==> config.mk <==
export PLATFORM = sky130hd
export DESIGN_NAME = ddr2_tc_bank
export DESIGN_NICKNAME = d
export VERILOG_FILES = /design/src/rtl/ddr2_tc_gap.sv /design/src/rtl/ddr2_tc_bank.sv
export SDC_FILE = /design/constraint.sdc
export NUM_CORES = 1
export LEC_CHECK = 0
export BUFFER_PORTS_ARGS = -buffer_cell sky130_fd_sc_hd__buf_2
export CAP_MARGIN = 30
export CORE_AREA = 4 4 80 82
export DETAILED_ROUTE_END_ITERATION = 8
export DIE_AREA = 0 0 84 86
export PLACE_DENSITY_LB_ADDON = 0.25
export SLEW_MARGIN = 10
export SYNTH_ARGS = -nofsm -noshare
export SYNTH_HDL_FRONTEND = slang
export SYNTH_SLANG_ARGS = --single-unit
==> constraint.sdc <==
create_clock -name clk_i -period 2.6 [get_ports clk_i]
set_input_delay 0.52 -clock clk_i [delete_from_list [all_inputs] [get_ports clk_i]]
set_output_delay 0.52 -clock clk_i [all_outputs]
set_load 0.05 [all_outputs]
==> src/rtl/ddr2_tc_gap.sv <==
module ddr2_tc_gap #(
   parameter int CW = 8
) (
   input  logic          clk_i,
   input  logic          rst_ni,
   input  logic          load_i,
   input  logic [CW-1:0] val_i,
   output logic          busy_o
);

   logic [CW-1:0] cnt_q;

   always_ff @(posedge clk_i or negedge rst_ni) begin
      if (!rst_ni)              cnt_q <= '0;
      else if (load_i)          cnt_q <= val_i;
      else if (cnt_q != '0)     cnt_q <= cnt_q - 1'b1;
   end

   assign busy_o = (cnt_q != '0);


   gap_arm_chk: assert property (@(posedge clk_i) disable iff (!rst_ni)
      (load_i && (val_i != '0)) |=> busy_o);

endmodule

==> src/rtl/ddr2_tc_bank.sv <==
module ddr2_tc_bank #(
   parameter int CW      = 8,
   parameter int T_RCD   = 5,
   parameter int T_RAS   = 15,
   parameter int T_RC    = 20,
   parameter int T_RP    = 5,
   parameter int RTP_GAP = 3,
   parameter int WR_GAP  = 11
) (
   input  logic clk_i,
   input  logic rst_ni,
   input  logic act_i,
   input  logic pre_i,
   input  logic prea_i,
   input  logic rd_i,
   input  logic wr_i,
   output logic open_o,
   output logic rcd_busy_o,
   output logic ras_busy_o,
   output logic rc_busy_o,
   output logic rp_busy_o,
   output logic rtp_busy_o,
   output logic wr_busy_o
);

   localparam int NT = 6;
   localparam logic [CW-1:0] V_RCD = CW'(T_RCD - 1);
   localparam logic [CW-1:0] V_RAS = CW'(T_RAS - 1);
   localparam logic [CW-1:0] V_RC  = CW'(T_RC - 1);
   localparam logic [CW-1:0] V_RP  = CW'(T_RP - 1);
   localparam logic [CW-1:0] V_RPA = CW'(T_RP);
   localparam logic [CW-1:0] V_RTP = CW'(RTP_GAP - 1);
   localparam logic [CW-1:0] V_WR  = CW'(WR_GAP - 1);

   logic          open_q;
   logic          closing;
   logic [NT-1:0] tmr_load;
   logic [NT-1:0] tmr_busy;
   logic [CW-1:0] tmr_val [NT];

   assign closing = open_q && (pre_i || prea_i);

   always_ff @(posedge clk_i or negedge rst_ni) begin
      if (!rst_ni)       open_q <= 1'b0;
      else if (act_i)    open_q <= 1'b1;
      else if (closing)  open_q <= 1'b0;
   end

   always_comb begin
      tmr_load = {wr_i, rd_i, closing, act_i, act_i, act_i};
      tmr_val[0] = V_RCD;
      tmr_val[1] = V_RAS;
      tmr_val[2] = V_RC;
      tmr_val[3] = prea_i ? V_RPA : V_RP;
      tmr_val[4] = V_RTP;
      tmr_val[5] = V_WR;
   end

   for (genvar g = 0; g < NT; g++) begin : g_tmr
      ddr2_tc_gap #(.CW(CW)) u_gap (
         .clk_i  (clk_i),
         .rst_ni (rst_ni),
         .load_i (tmr_load[g]),
         .val_i  (tmr_val[g]),
         .busy_o (tmr_busy[g])
      );
   end

   assign open_o     = open_q;
   assign rcd_busy_o = tmr_busy[0];
   assign ras_busy_o = tmr_busy[1];
   assign rc_busy_o  = tmr_busy[2];
   assign rp_busy_o  = tmr_busy[3];
   assign rtp_busy_o = tmr_busy[4];
   assign wr_busy_o  = tmr_busy[5];


   bank_opens_chk: assert property (@(posedge clk_i) disable iff (!rst_ni)
      act_i |=> open_o);


   bank_closes_chk: assert property (@(posedge clk_i) disable iff (!rst_ni)
      (pre_i && open_o) |=> !open_o);

   if (T_RAS > 1) begin : g_ras_chk

      ras_armed_chk: assert property (@(posedge clk_i) disable iff (!rst_ni)
         act_i |=> (ras_busy_o && open_o));
   end

endmodule

* Word-level counts from Yosys, hierarchy flattened
Cells that the tools add are included.
Cells by class: add/sub/neg operators 6, multiply operators 0, divide/modulo/power cells 0, $lt $le $gt $ge 0, equality and inequality tests 0, shift-type cells 0, muxes and demuxes 15, bitwise gates (word level) 0, reductions and logical operators 15
Operator list (count):
- 8-bit 2-to-1 mux | 12
- 8-bit nonzero test | 6
- 8-bit by 1-bit subtractor with 8-bit output (second input constant) | 6
- 2-bit nonzero test | 7
- 1-bit 2-to-1 mux | 3
- 1-bit logical AND | 1
- 1-bit logical OR | 1
Storage, ports and cells: register bits after elaboration 49, bits in latches 0, memory bits (writable) 0, memory bits (read-only) 0, bits of input ports 7, output and inout bits 7, logic and storage cells 43, memories 0

* Longest topological paths before layout
word-level depth 4, mapped depth 7, depth with buffers taken out 6

* Hierarchy
Synthesis repeated with hierarchy kept, for this count alone.
Unflattened totals: cell total of the unflattened synthesis 336, area, all modules 2995.4 µm²
By module, submodules not included:
- ddr2_tc_gap | instances 6, cells an instance 55, area an instance 490.5 µm², seq. area each 200.2 µm²
- ddr2_tc_bank | instances 1, cells an instance 6, area an instance 52.6 µm², seq. area each 25.0 µm²

* Least setup slack after synthesis
No wires, ideal clock.
path kind register -> output, from register g_tmr[3].u_gap.cnt_q[5], to output rp_busy_o, data arrival time 1.639 ns, required time 2.080 ns, slack 0.441 ns, stages on the path, launching flop included 4, path buffers 1, cells stage by stage dfrtp_1 > or4_1 > clkbuf_1 > or3_1
On the way: cells in the longest elaborated chain, start to end 1
RTL lines:
- from (decl) | RTL line ddr2_tc_gap.sv:11 | logic [CW-1:0] cnt_q;
- from (signal assigned) | RTL line ddr2_tc_gap.sv:15 | else if (load_i) cnt_q <= val_i;
- from (signal assigned) | RTL line ddr2_tc_gap.sv:16 | else if (cnt_q != '0) cnt_q <= cnt_q - 1'b1;
- 8-bit nonzero test | RTL line ddr2_tc_gap.sv:19 | assign busy_o = (cnt_q != '0);
- to (decl) | RTL line ddr2_tc_bank.sv:21 | output logic rp_busy_o,
Every way passes these cells.

* Final worst setup path
Ends and elaborated chain as after synthesis.

==> flow_summary.json <==
{
  "post_route_cells_drive_above_1_share": 0.1331,
  "finalSetupViolCount": 0,
  "yosysTopAreaCell": "dfrtp_1",
  "routedWlPerCell_um": 13.76,
  "track_usage": 0.1582,
  "antenna_left": 0,
  "min_period_over_period": 0.9622,
  "synth.avg_cell_area_um2": 9.293,
  "num_antenna_cells": 0,
  "route.vias.total": 2284,
  "crit_fanout": 7,
  "pre_cts_ws_ns": 0.3368,
  "yosysWarnings": 0,
  "insertion_delay_ns": 0.31,
  "gpl.final_weighted_congestion": 0.8288,
  "die_y_um": 86,
  "critPathCaptureType": "primary output",
  "dr.pass1.iters": 4,
  "ys_seq_area_frac": 0.4442,
  "synth.top_cell.area_share": 0.4442,
  "synthTopCellsByCount": "dfrtp_1, a21oi_1, o21ai_0, inv_1, nor3_1",
  "reg2reg_slack_ns": 0.56,
  "start_kind": "register",
  "worstRegToRegCells": 5,
  "async_flop_share": 1.000,
  "period_minus_slack_ns": 2.502,
  "grt_pass1_vias": 2192,
  "clock_skew_ns": 0.01577,
  "syn_to_final_growth_pct": 8.658,
  "synth.net_count": 316,
  "cts_sinks": 49,
  "worstPathRequired_ns": 2.08,
  "crit_path_cell_trace": "or4_4 > or3_1 > buf_2",
  "reg2reg_from": "g_tmr[3].u_gap.cnt_q[0]",
  "drv_slew": 0,
  "die-area_mm2": 0.007224,
  "cts_root_buf": "clkbuf_8",
  "dp_hpwl_mm": 3.730,
  "clk_pin_slew_ns": 0.10,
  "grt-ovfl-total": 0,
  "r2r_end": "g_tmr[3].u_gap.cnt_q[6]",
  "ys_types": 44,
  "worstPathArrival_ns": 1.98,
  "clock_path_buffers": 2,
  "antenna_found_initial": 0,
  "cts_max_level": 2,
  "p_per_area_mw_per_mm2": 835.9,
  "cp_slowest_cell": "or4_4",
  "wirelength_mm": 5.270,
  "synth.area.top_cells": "dfrtp_1, ha_1, a21oi_1, o21ai_0, or4_1",
  "grt_pass1_wl_mm": 9.597,
  "maxCapViolCount": 0,
  "io_buffers": 13,
  "slowest_delay_ns": 0.59,
  "worst-path-buf-inv": 1,
  "ios": 14,
  "synth.most_common_cell": "dfrtp_1",
  "cts_made_buffers": 5,
  "hold_path.class": "input pin to async pin",
  "num_rows": 28,
  "fmax_mhz": 399.7,
  "initial_core_util": 0.4804,
  "synth_seq_cells": 49,
  "fin_ws_ns": 0.09837,
  "drtIter0Drc": 78,
  "viasPerCell": 5.963,
  "finalSetupTns_ns": 0,
  "cts_tree": "built",
  "grt_max_degree": 33,
  "remaining_drc_errors": 0,
  "timing.slew.headroom": 0.5108,
  "die_w_um": 84,
  "final_core_util": 0.5220,
  "status": "completed",
  "yosys_most_used_dff": "dfrtp_1",
  "rsz0062_at_grt": "no",
  "leakagePower_nw": 1.213,
  "fillerInstances": 537,
  "syn_inst": 297,
  "peakVddDrop_mv": 0.5256,
  "synth_edf_count": 0,
  "synth.cell_area_mm2": 0.002760,
  "core_area_mm2": 0.005746,
  "critPathKind": "register to primary output",
  "nets": 326,
  "cp_top_family": "simple AND/OR/NAND/NOR gates",
  "post_cts_buffers": 0,
  "finalHoldViolations": 0,
  "tightest_slew_ns": 0.7339
}
-- registers in the layout (all words and copies together) (netlist names) --
name,cells
g_tmr.u_gap.cnt_q,48
open_o,1
-- cell families after synthesis --
logic type | Yosys count | synth area share
flops | 49 | 0.4442
fa+ha+maj | 12 | 0.05440
simple gates | 106 | 0.2335
compound gates | 94 | 0.2135
buf+inv | 34 | 0.04669
mux | 2 | 0.007706
-- where the power goes --
group          internal, mW  leakage [nW]  switching (mW)
clock network         0.194        0.0447           0.263
logic                 0.385         0.546           0.554
registers             0.916         0.621           0.196
total                  1.50          1.21            1.01
-- metal layers --
metal  vias up  routed length [um]  GRT usage
li1       1140                   -          -
met1      1098                2540     0.2002
met2        37                2440     0.2668
met3         9                 214    0.03842
met4         0                  74    0.05263
met5         -                   0          0
-- area by class of cell --
cell class	count	area [um^2]	area share
timing repair buffer	15	80.08	0.02670
multi-input combinational	214	1423	0.4743
clock inverter	3	25.02	0.008344
clock buffer	5	68.82	0.02295
tap	75	93.84	0.03129
inverter	22	82.58	0.02753
sequential	49	1226	0.4088
-- what timing repair did --
action                     4_1_cts  5_1_grt
setup endpoints to repair        1        4
gates resized for setup          1        4
hold endpoints to repair         0        0
hold buffers                     0        0
-- worst max path at each step --
stage,start,to,slack (ns),cells past startpoint
floorplan,g_tmr[3].u_gap.cnt_q[5],rp_busy_o,0.44,3
global placement,g_tmr[1].u_gap.cnt_q[0],ras_busy_o,0.36,6
detailed placement,g_tmr[1].u_gap.cnt_q[0],ras_busy_o,0.34,6
CTS,g_tmr[1].u_gap.cnt_q[0],ras_busy_o,0.01,6
global route,g_tmr[3].u_gap.cnt_q[4],rp_busy_o,0.01,3
finish,g_tmr[3].u_gap.cnt_q[5],rp_busy_o,0.1,3
-- placed cells by master (no fill, tap or decap), drive strengths merged, types with 3 or more instances in the layout --
cell type   n
dfrtp      49
o21ai      28
a21oi      28
inv        23
nor3       16
buf        15
or4        14
ha         12
nor2       11
or3        11
nor4       10
nand2       9
o31ai       8
nand2b      7
nor2b       5
o311ai      5
clkbuf      5
or3b        5
nand3       4
nor4b       4
o211ai      4
or2         3
o41ai       3
nor3b       3
or4b        3
-- per-stage QoR --
step	std cells	instance area, um^2	hold WS, ns	power, mW
4_1_cts	383	2984	0.2877	2.510
5_1_grt	383	2999	0.3021	2.731
2_1_floorplan	297	2760	0.2244	1.839
6_report	383	2999	0.2568	2.507
3_3_place_gp	375	2888	0.4858	2.021
3_5_place_dp	375	2888	0.4905	2.042
Power figures use the tool's default switching activity.
